## src/rtl/charge_pkg.sv

```systemverilog
package charge_pkg;
  localparam int TMR_W = 16;
  localparam int ACC_W = 24;
  localparam int DROP_W = 8;

  typedef enum logic [1:0] {
    ST_IDLE = 2'd0,
    ST_RUN  = 2'd1,
    ST_CAL  = 2'd2
  } cs_state_e;
endpackage

```

## src/rtl/cs_sync.sv

```systemverilog
module cs_sync (
  input  logic clk_i,
  input  logic rst_ni,
  input  logic async_i,
  output logic rise_o
);
  logic s1_q, s2_q, s3_q;

  always_ff @(posedge clk_i or negedge rst_ni) begin
    if (!rst_ni) begin
      s1_q <= 1'b0;
      s2_q <= 1'b0;
      s3_q <= 1'b0;
    end else begin
      s1_q <= async_i;
      s2_q <= s1_q;
      s3_q <= s2_q;
    end
  end

  assign rise_o = s2_q & ~s3_q;

  a_r4_rise_single: assert property (@(posedge clk_i) disable iff (!rst_ni)
    rise_o |=> !rise_o);
endmodule

```

## src/rtl/cs_timebase.sv

```systemverilog
module cs_timebase #(
  parameter int TICKS_PER_SEC = 10000,
  parameter int SECS_PER_PUB  = 8,
  localparam int SUB_W = $clog2(TICKS_PER_SEC),
  localparam int SEC_W = (SECS_PER_PUB > 1) ? $clog2(SECS_PER_PUB) : 1
) (
  input  logic             clk_i,
  input  logic             rst_ni,
  input  logic             tick_i,
  input  logic [SUB_W-1:0] start_val_i,
  output logic             match_o,
  output logic             pub_o
);
  logic [SUB_W-1:0] sub_q;
  logic [SEC_W-1:0] sec_q;
  logic sub_last, sec_last;

  assign sub_last = (sub_q == SUB_W'(TICKS_PER_SEC - 1));
  assign sec_last = (sec_q == SEC_W'(SECS_PER_PUB - 1));
  assign match_o  = tick_i && (sub_q == start_val_i);
  assign pub_o    = tick_i && sub_last && sec_last;

  always_ff @(posedge clk_i or negedge rst_ni) begin
    if (!rst_ni) begin
      sub_q <= '0;
      sec_q <= '0;
    end else if (tick_i) begin
      if (sub_last) begin
        sub_q <= '0;
        sec_q <= sec_last ? '0 : sec_q + 1'b1;
      end else begin
        sub_q <= sub_q + 1'b1;
      end
    end
  end

  a_r2_sub_range: assert property (@(posedge clk_i) disable iff (!rst_ni)
    sub_q <= SUB_W'(TICKS_PER_SEC - 1));
endmodule

```

## src/rtl/cs_avg.sv

```systemverilog
module cs_avg
  import charge_pkg::*;
#(
  parameter int NSAMP = 8,
  localparam int CNT_W = (NSAMP > 1) ? $clog2(NSAMP) : 1
) (
  input  logic             clk_i,
  input  logic             rst_ni,
  input  logic             smp_v_i,
  input  logic [TMR_W-1:0] smp_i,
  output logic [TMR_W-1:0] avg_o
);
  logic [ACC_W-1:0] acc_q, acc_nxt;
  logic [CNT_W-1:0] cnt_q;
  logic             last;

  assign acc_nxt = acc_q + ACC_W'(smp_i);
  assign last    = (cnt_q == CNT_W'(NSAMP - 1));

  always_ff @(posedge clk_i or negedge rst_ni) begin
    if (!rst_ni) begin
      acc_q <= '0;
      cnt_q <= '0;
      avg_o <= '0;
    end else if (smp_v_i) begin
      if (last) begin
        avg_o <= acc_nxt[ACC_W-1 -: TMR_W];
        acc_q <= '0;
        cnt_q <= '0;
      end else begin
        acc_q <= acc_nxt;
        cnt_q <= cnt_q + 1'b1;
      end
    end
  end

  a_r6_cnt_range: assert property (@(posedge clk_i) disable iff (!rst_ni)
    cnt_q <= CNT_W'(NSAMP - 1));
  a_r6_avg_hold: assert property (@(posedge clk_i) disable iff (!rst_ni)
    !smp_v_i |=> $stable(avg_o));
endmodule

```

## src/rtl/charge_seq.sv

```systemverilog
module charge_seq
  import charge_pkg::*;
#(
  parameter int TICKS_PER_SEC = 10000,
  parameter int SECS_PER_PUB  = 8,
  parameter int NSAMP         = 8,
  parameter int CAL_MIN       = 1000,
  parameter int CAL_MAX       = 20000,
  localparam int SUB_W = $clog2(TICKS_PER_SEC)
) (
  input  logic             clk_i,
  input  logic             rst_ni,
  input  logic             tick_i,
  input  logic             tmr_en_i,
  input  logic [SUB_W-1:0] start_val_i,
  input  logic             cal_req_i,
  input  logic             cmp_i,
  output logic             charge_o,
  output logic             trig_block_o,
  output logic [TMR_W-1:0] dur_o,
  output logic             ref_evt_o,
  output logic [TMR_W-1:0] chg_len_o,
  output logic             cal_done_o,
  output logic             cal_fault_o,
  output logic             timeout_o
);
  cs_state_e        st_q;
  logic [TMR_W-1:0] tmr_q, avg;
  logic cmp_rise, match, pub;
  logic busy, sat, start_run, start_cal, end_ok, end_to, in_lim;

  cs_sync u_sync (.clk_i(clk_i), .rst_ni(rst_ni), .async_i(cmp_i), .rise_o(cmp_rise));

  cs_timebase #(.TICKS_PER_SEC(TICKS_PER_SEC), .SECS_PER_PUB(SECS_PER_PUB)) u_tb (
    .clk_i(clk_i), .rst_ni(rst_ni), .tick_i(tick_i), .start_val_i(start_val_i),
    .match_o(match), .pub_o(pub));

  assign busy      = (st_q != ST_IDLE);
  assign sat       = (tmr_q == {TMR_W{1'b1}});
  assign start_run = match && !busy;
  assign start_cal = cal_req_i && !busy && !match;
  assign end_ok    = busy && cmp_rise;
  assign end_to    = busy && !cmp_rise && sat;
  assign in_lim    = (tmr_q >= TMR_W'(CAL_MIN)) && (tmr_q <= TMR_W'(CAL_MAX));

  cs_avg #(.NSAMP(NSAMP)) u_avg (
    .clk_i(clk_i), .rst_ni(rst_ni),
    .smp_v_i(end_ok && st_q == ST_RUN), .smp_i(tmr_q), .avg_o(avg));

  always_ff @(posedge clk_i or negedge rst_ni) begin
    if (!rst_ni) begin
      st_q        <= ST_IDLE;
      tmr_q       <= '0;
      ref_evt_o   <= 1'b0;
      chg_len_o   <= '0;
      cal_done_o  <= 1'b0;
      cal_fault_o <= 1'b0;
      timeout_o   <= 1'b0;
    end else begin
      ref_evt_o <= cmp_rise && !busy;
      if (pub) chg_len_o <= avg;
      if (start_run || start_cal) begin
        st_q      <= start_run ? ST_RUN : ST_CAL;
        tmr_q     <= '0;
        timeout_o <= 1'b0;
        if (start_cal) begin
          cal_done_o  <= 1'b0;
          cal_fault_o <= 1'b0;
        end
      end else if (end_ok || end_to) begin
        st_q <= ST_IDLE;
        if (end_to) timeout_o <= 1'b1;
        if (st_q == ST_CAL) begin
          cal_done_o  <= 1'b1;
          cal_fault_o <= end_to || !in_lim;
        end
      end else if (busy && tmr_en_i && !sat) begin
        tmr_q <= tmr_q + 1'b1;
      end
    end
  end

  assign charge_o     = busy;
  assign trig_block_o = (st_q == ST_CAL);
  assign dur_o        = tmr_q;

  a_r2_start_clear: assert property (@(posedge clk_i) disable iff (!rst_ni)
    (match && !charge_o) |=> (charge_o && dur_o == '0));
  a_r3_step: assert property (@(posedge clk_i) disable iff (!rst_ni)
    (charge_o && tmr_en_i && !cmp_rise && dur_o != {TMR_W{1'b1}}) |=> dur_o == $past(dur_o) + 1'b1);
  a_r4_idle_hold: assert property (@(posedge clk_i) disable iff (!rst_ni)
    (!charge_o && !match && !cal_req_i) |=> $stable(dur_o));
  a_r4_end: assert property (@(posedge clk_i) disable iff (!rst_ni)
    (charge_o && cmp_rise) |=> !charge_o);
  a_r5_ref_pulse: assert property (@(posedge clk_i) disable iff (!rst_ni)
    ref_evt_o |=> !ref_evt_o);
  a_r7_pub_only: assert property (@(posedge clk_i) disable iff (!rst_ni)
    !pub |=> $stable(chg_len_o));
  a_r8_block_cal: assert property (@(posedge clk_i) disable iff (!rst_ni)
    trig_block_o |-> charge_o);
  a_r9_timeout: assert property (@(posedge clk_i) disable iff (!rst_ni)
    (charge_o && !cmp_rise && dur_o == {TMR_W{1'b1}}) |=> (!charge_o && timeout_o));
endmodule

```

## config.mk

```make
export PLATFORM = sky130hd
export DESIGN_NAME = charge_seq
export DESIGN_NICKNAME = d
export VERILOG_FILES = /design/src/rtl/charge_pkg.sv /design/src/rtl/cs_sync.sv /design/src/rtl/cs_timebase.sv /design/src/rtl/cs_avg.sv /design/src/rtl/charge_seq.sv
export SDC_FILE = /design/constraint.sdc
export NUM_CORES = 1
export LEC_CHECK = 0
export ABC_AREA = 1
export ABC_CLOCK_PERIOD_IN_PS = 2600
export CORE_MARGIN = 2
export CORE_UTILIZATION = 25
export CTS_BUF_LIST = sky130_fd_sc_hd__clkbuf_4
export CTS_CLUSTER_SIZE = 12
export DETAILED_ROUTE_END_ITERATION = 7
export GPL_TIMING_DRIVEN = 1
export PLACE_DENSITY = 0.51
export SLEW_MARGIN = 20
export SYNTH_ARGS = -nofsm -noshare
export SYNTH_HDL_FRONTEND = slang
export SYNTH_HIERARCHICAL = 1
export SYNTH_SLANG_ARGS = --single-unit
```

## constraint.sdc

```tcl
create_clock -name clk_i -period 2.6 [get_ports clk_i]
set_input_delay 0.52 -clock clk_i [delete_from_list [all_inputs] [get_ports clk_i]]
set_output_delay 0.52 -clock clk_i [all_outputs]
set_load 0.05 [all_outputs]
```

==> impl_metrics.prom <==
# TYPE chip_impl_metric gauge
chip_impl_metric{name="fin_crit_sh",unit=""} 0.964
chip_impl_info{name="slowest_stage",value="clkdlybuf4s50_1"} 1
chip_impl_metric{name="fp.dieW",unit="um"} 166
chip_impl_metric{name="worst-slew-pin-transition",unit="ns"} 0.621
chip_impl_metric{name="power_density",unit="mW/mm^2"} 498
chip_impl_metric{name="drc",unit=""} 0
chip_impl_metric{name="h-tree-depth",unit=""} 3
chip_impl_metric{name="first_global_vias",unit=""} 5691
chip_impl_metric{name="max-cap-violations",unit=""} 0
chip_impl_metric{name="grt_first_pass_wirelength",unit="um"} 29700
chip_impl_metric{name="post_route_cells_drive_above_1_share",unit=""} 0.0999
chip_impl_metric{name="finalCoreUtilization",unit=""} 0.300
chip_impl_info{name="synth_top_cell_by_area",value="dfrtp_1"} 1
chip_impl_metric{name="grt_start_max_net_pins",unit=""} 44
chip_impl_metric{name="slew_violations",unit=""} 0
chip_impl_metric{name="postLayoutSetupSlackWorst",unit="ns"} 0.0944
chip_impl_metric{name="cp_buf_inv_count",unit=""} 1
chip_impl_metric{name="design.final.nets",unit=""} 1051
chip_impl_metric{name="initial_core_util",unit=""} 0.254
chip_impl_metric{name="filler_cell_count",unit=""} 2828
chip_impl_metric{name="placement_rows",unit=""} 59
chip_impl_metric{name="postSynth.asyncResetShare",unit=""} 1.00
chip_impl_info{name="dominantRegCellSynth",value="dfrtp_1"} 1
chip_impl_metric{name="ys.warnings.count",unit=""} 6
chip_impl_info{name="clock_tree.root_cell",value="clkbuf_4"} 1
chip_impl_metric{name="synth.lib_cells_used.distinct",unit=""} 36
chip_impl_info{name="post-synth-top-count-cell",value="nand2_1"} 1
chip_impl_metric{name="critPathMaxStageDelay",unit="ns"} 0.88
chip_impl_info{name="synth_top_cells_by_count",value="nand2_1 (340), inv_1 (117), dfrtp_1 (101)"} 1
chip_impl_info{name="outcome",value="complete, but fails checks"} 1
chip_impl_metric{name="hold_buffers",unit=""} 0
chip_impl_info{name="element_type_at_the_critical_path_end",value="primary output"} 1
chip_impl_metric{name="fin_worst_skew",unit="ns"} 0.0356
chip_impl_metric{name="clock_tree.buffer_depth",unit=""} 2
chip_impl_metric{name="ff2ff_path_depth",unit=""} 10
chip_impl_metric{name="firstDrtPassIters",unit=""} 5
chip_impl_metric{name="cts_num_sinks",unit=""} 101
chip_impl_metric{name="setup_viol",unit=""} 0
chip_impl_info{name="setup.worst_path.class",value="reg -> out"} 1
chip_impl_metric{name="antenna_left",unit=""} 0
chip_impl_metric{name="routed_via_density",unit=""} 4.40
chip_impl_metric{name="dieArea",unit="mm^2"} 0.0277
chip_impl_metric{name="synth-edff-count",unit=""} 0
chip_impl_info{name="setup_crit_start_kind",value="register"} 1
chip_impl_metric{name="final.hold.worst_slack",unit="ns"} -0.00170
chip_impl_info{name="capture_point_of_the_worst_reg_to_reg_path",value="u_avg/acc_q[5]$_DFFE_PN0P_"} 1
chip_impl_metric{name="clkTransAtPathRegs",unit="ns"} 0.16
chip_impl_info{name="worstHoldPathType",value="in -> async"} 1
chip_impl_metric{name="detailedPlacementHpwl",unit="um"} 13700
chip_impl_info{name="timing.critical_path.from",value="dur_o[9]$_DFFE_PN0P_"} 1
chip_impl_metric{name="coreArea",unit="mm^2"} 0.0260
chip_impl_info{name="grt_setup_unrepaired",value="no"} 1
chip_impl_info{name="r2r-start",value="u_sync/s3_q$_DFF_PN0_"} 1
chip_impl_metric{name="cts-buffers-inserted",unit=""} 9
chip_impl_metric{name="drt_iter0_drc",unit=""} 311
chip_impl_metric{name="portBuffers",unit=""} 57
chip_impl_metric{name="layout_min_cycle_time",unit="ns"} 2.51
chip_impl_metric{name="drt-wirelength-per-cell",unit="um"} 13.2
chip_impl_metric{name="post_synth_instance_area",unit="mm^2"} 0.00659
chip_impl_metric{name="netlist.area_leader.share",unit=""} 0.383
chip_impl_metric{name="grt_overflow",unit=""} 0
chip_impl_metric{name="ios",unit=""} 58
chip_impl_metric{name="cp.required",unit="ns"} 2.08
chip_impl_metric{name="worst-path-max-fanout",unit=""} 8
chip_impl_metric{name="static_leakage",unit="nW"} 4.00
chip_impl_metric{name="postRouteWirelength",unit="um"} 17800
chip_impl_metric{name="final_cells",unit=""} 1347
chip_impl_info{name="critical_path.cell_chain",value="clkdlybuf4s50_1"} 1
chip_impl_metric{name="area_growth",unit="%"} 18.2
chip_impl_metric{name="synthCells",unit=""} 936
chip_impl_metric{name="clock_insertion_delay_worst_skew",unit="ns"} 0.51
chip_impl_info{name="synth.top_cells.by_area",value="dfrtp_1 (38%), nand2_1 (19%), nand3_1 (6.7%)"} 1
chip_impl_metric{name="track_usage",unit=""} 0.133
chip_impl_metric{name="die_y",unit="um"} 166
chip_impl_metric{name="syn-num-nets",unit=""} 981
chip_impl_metric{name="dpl.cell_count",unit=""} 1330
chip_impl_metric{name="ir_worst_vdd",unit="V"} 0.000455
chip_impl_metric{name="gpl.final_weighted_congestion",unit=""} 0.846
chip_impl_metric{name="routed-via-count",unit=""} 5923
chip_impl_metric{name="cp_data_arrival_time",unit="ns"} 1.99
chip_impl_metric{name="pre_cts_worst_setup_slack",unit="ns"} 0.117
chip_impl_metric{name="fmaxAchievable",unit="GHz"} 0.399
chip_impl_metric{name="postSynthAreaPerCell",unit="um^2"} 7.04
chip_impl_metric{name="postSynthRegisterBits",unit=""} 101
chip_impl_metric{name="reg2reg_slack",unit="ns"} 0.37
chip_impl_info{name="violations_in_the_final_reports",value="negative hold slack"} 1
chip_impl_metric{name="relative_slew_slack",unit=""} 0.585
chip_impl_info{name="tritoncts",value="yes"} 1
chip_impl_info{name="timing.critical_path.max_delay_family",value="buffers and inverters"} 1
chip_impl_metric{name="fin_tns_setup",unit="ns"} 0
chip_impl_metric{name="yosysSeqAreaShare",unit=""} 0.383
chip_impl_metric{name="final-hold-violation-count",unit=""} 1
chip_impl_metric{name="antenna_found_initial",unit=""} 1
[cell type report]
type / count / area (um^2) / area share
flip-flops and latches: 101 / 2530 / 0.324
well taps: 335 / 419 / 0.0538
clock inverters: 5 / 60.1 / 0.00771
inverters: 120 / 450 / 0.0578
clock buffers: 11 / 82.6 / 0.0106
diodes: 1 / 2.50 / 0.000321
multi-input cells: 698 / 3510 / 0.451
repair buffers: 76 / 733 / 0.0941
[placed cells by master, fill, tap and decap left out, drive strengths merged]
master / instances
dfrtp: 101
inv: 121
o22ai: 1
a22o: 2
ha: 24
o211ai: 2
nor3: 6
xnor2: 8
buf: 20
nand2: 355
nand3b: 9
or2: 6
nand3: 90
clkdlybuf4s50: 54
a21oi: 14
mux2: 16
dlygate4sd2: 2
fa: 1
xor2: 8
clkbuf: 11
bufinv: 1
nor3b: 1
diode: 1
o31ai: 1
clkinv: 3
nand4: 12
o21ai: 38
nor2: 104
[power by group]
group          switching (mW)  internal (mW)
Combinational           0.767          0.393
Sequential              0.141           1.67
Clock                   0.585          0.321
[flip-flops by register name, indices dropped and copies added (netlist names), 2 cells and up]
| register | cells |
|---|---|
| u_tb/sec_q | 3 |
| u_avg/cnt_q | 3 |
| u_avg/acc_q | 24 |
| dur_o | 16 |
| st_q | 2 |
| u_tb/sub_q | 14 |
| chg_len_o | 16 |
| u_avg/avg_o | 16 |
[what timing repair did]
action / in CTS / in global routing
setup endpoints to repair: 2 / 0
resized for setup: 2 / 0
buffers inserted: 0 / 0
[kinds of logic after synthesis]
logic type,count (synthesis),share of synthesized area
compound gates,58,0.0488
fa+ha+maj,25,0.0486
buf+inv,137,0.0833
flops,101,0.383
mux,16,0.0273
simple gates,583,0.387
xor+xnor,16,0.0213
[worst max path at each step]
stage	endpoint	slack, ns	cells past startpoint
floorplan	u_avg/avg_o[12]$_DFFE_PN0P_	0.47	10
global placement	dur_o[7]$_DFFE_PN0P_	0.13	13
detailed placement	dur_o[7]$_DFFE_PN0P_	0.12	13
CTS	dur_o[9]	0.06	1
global route	dur_o[9]	0.004	1
finish	dur_o[9]	0.09	1
[routing by layer]
| layer | up-vias | track usage | wire [um] |
|---|---|---|---|
| li1 | 3077 | - | - |
| met1 | 2744 | 0.182 | 8820 |
| met2 | 84 | 0.215 | 8120 |
| met3 | 18 | 0.0219 | 588 |
| met4 | 0 | 0.0394 | 272 |
| met5 | - | 0 | 0 |
[stage by stage]
step           power, mW  area (um^2)
6_report            3.88         7790
5_1_grt             4.13         7790
3_5_place_dp        3.03         7650
2_1_floorplan       2.65         6590
3_3_place_gp        3.02         7650
4_1_cts             3.94         7790
Note: power is estimated with default switching activity, not from simulation.
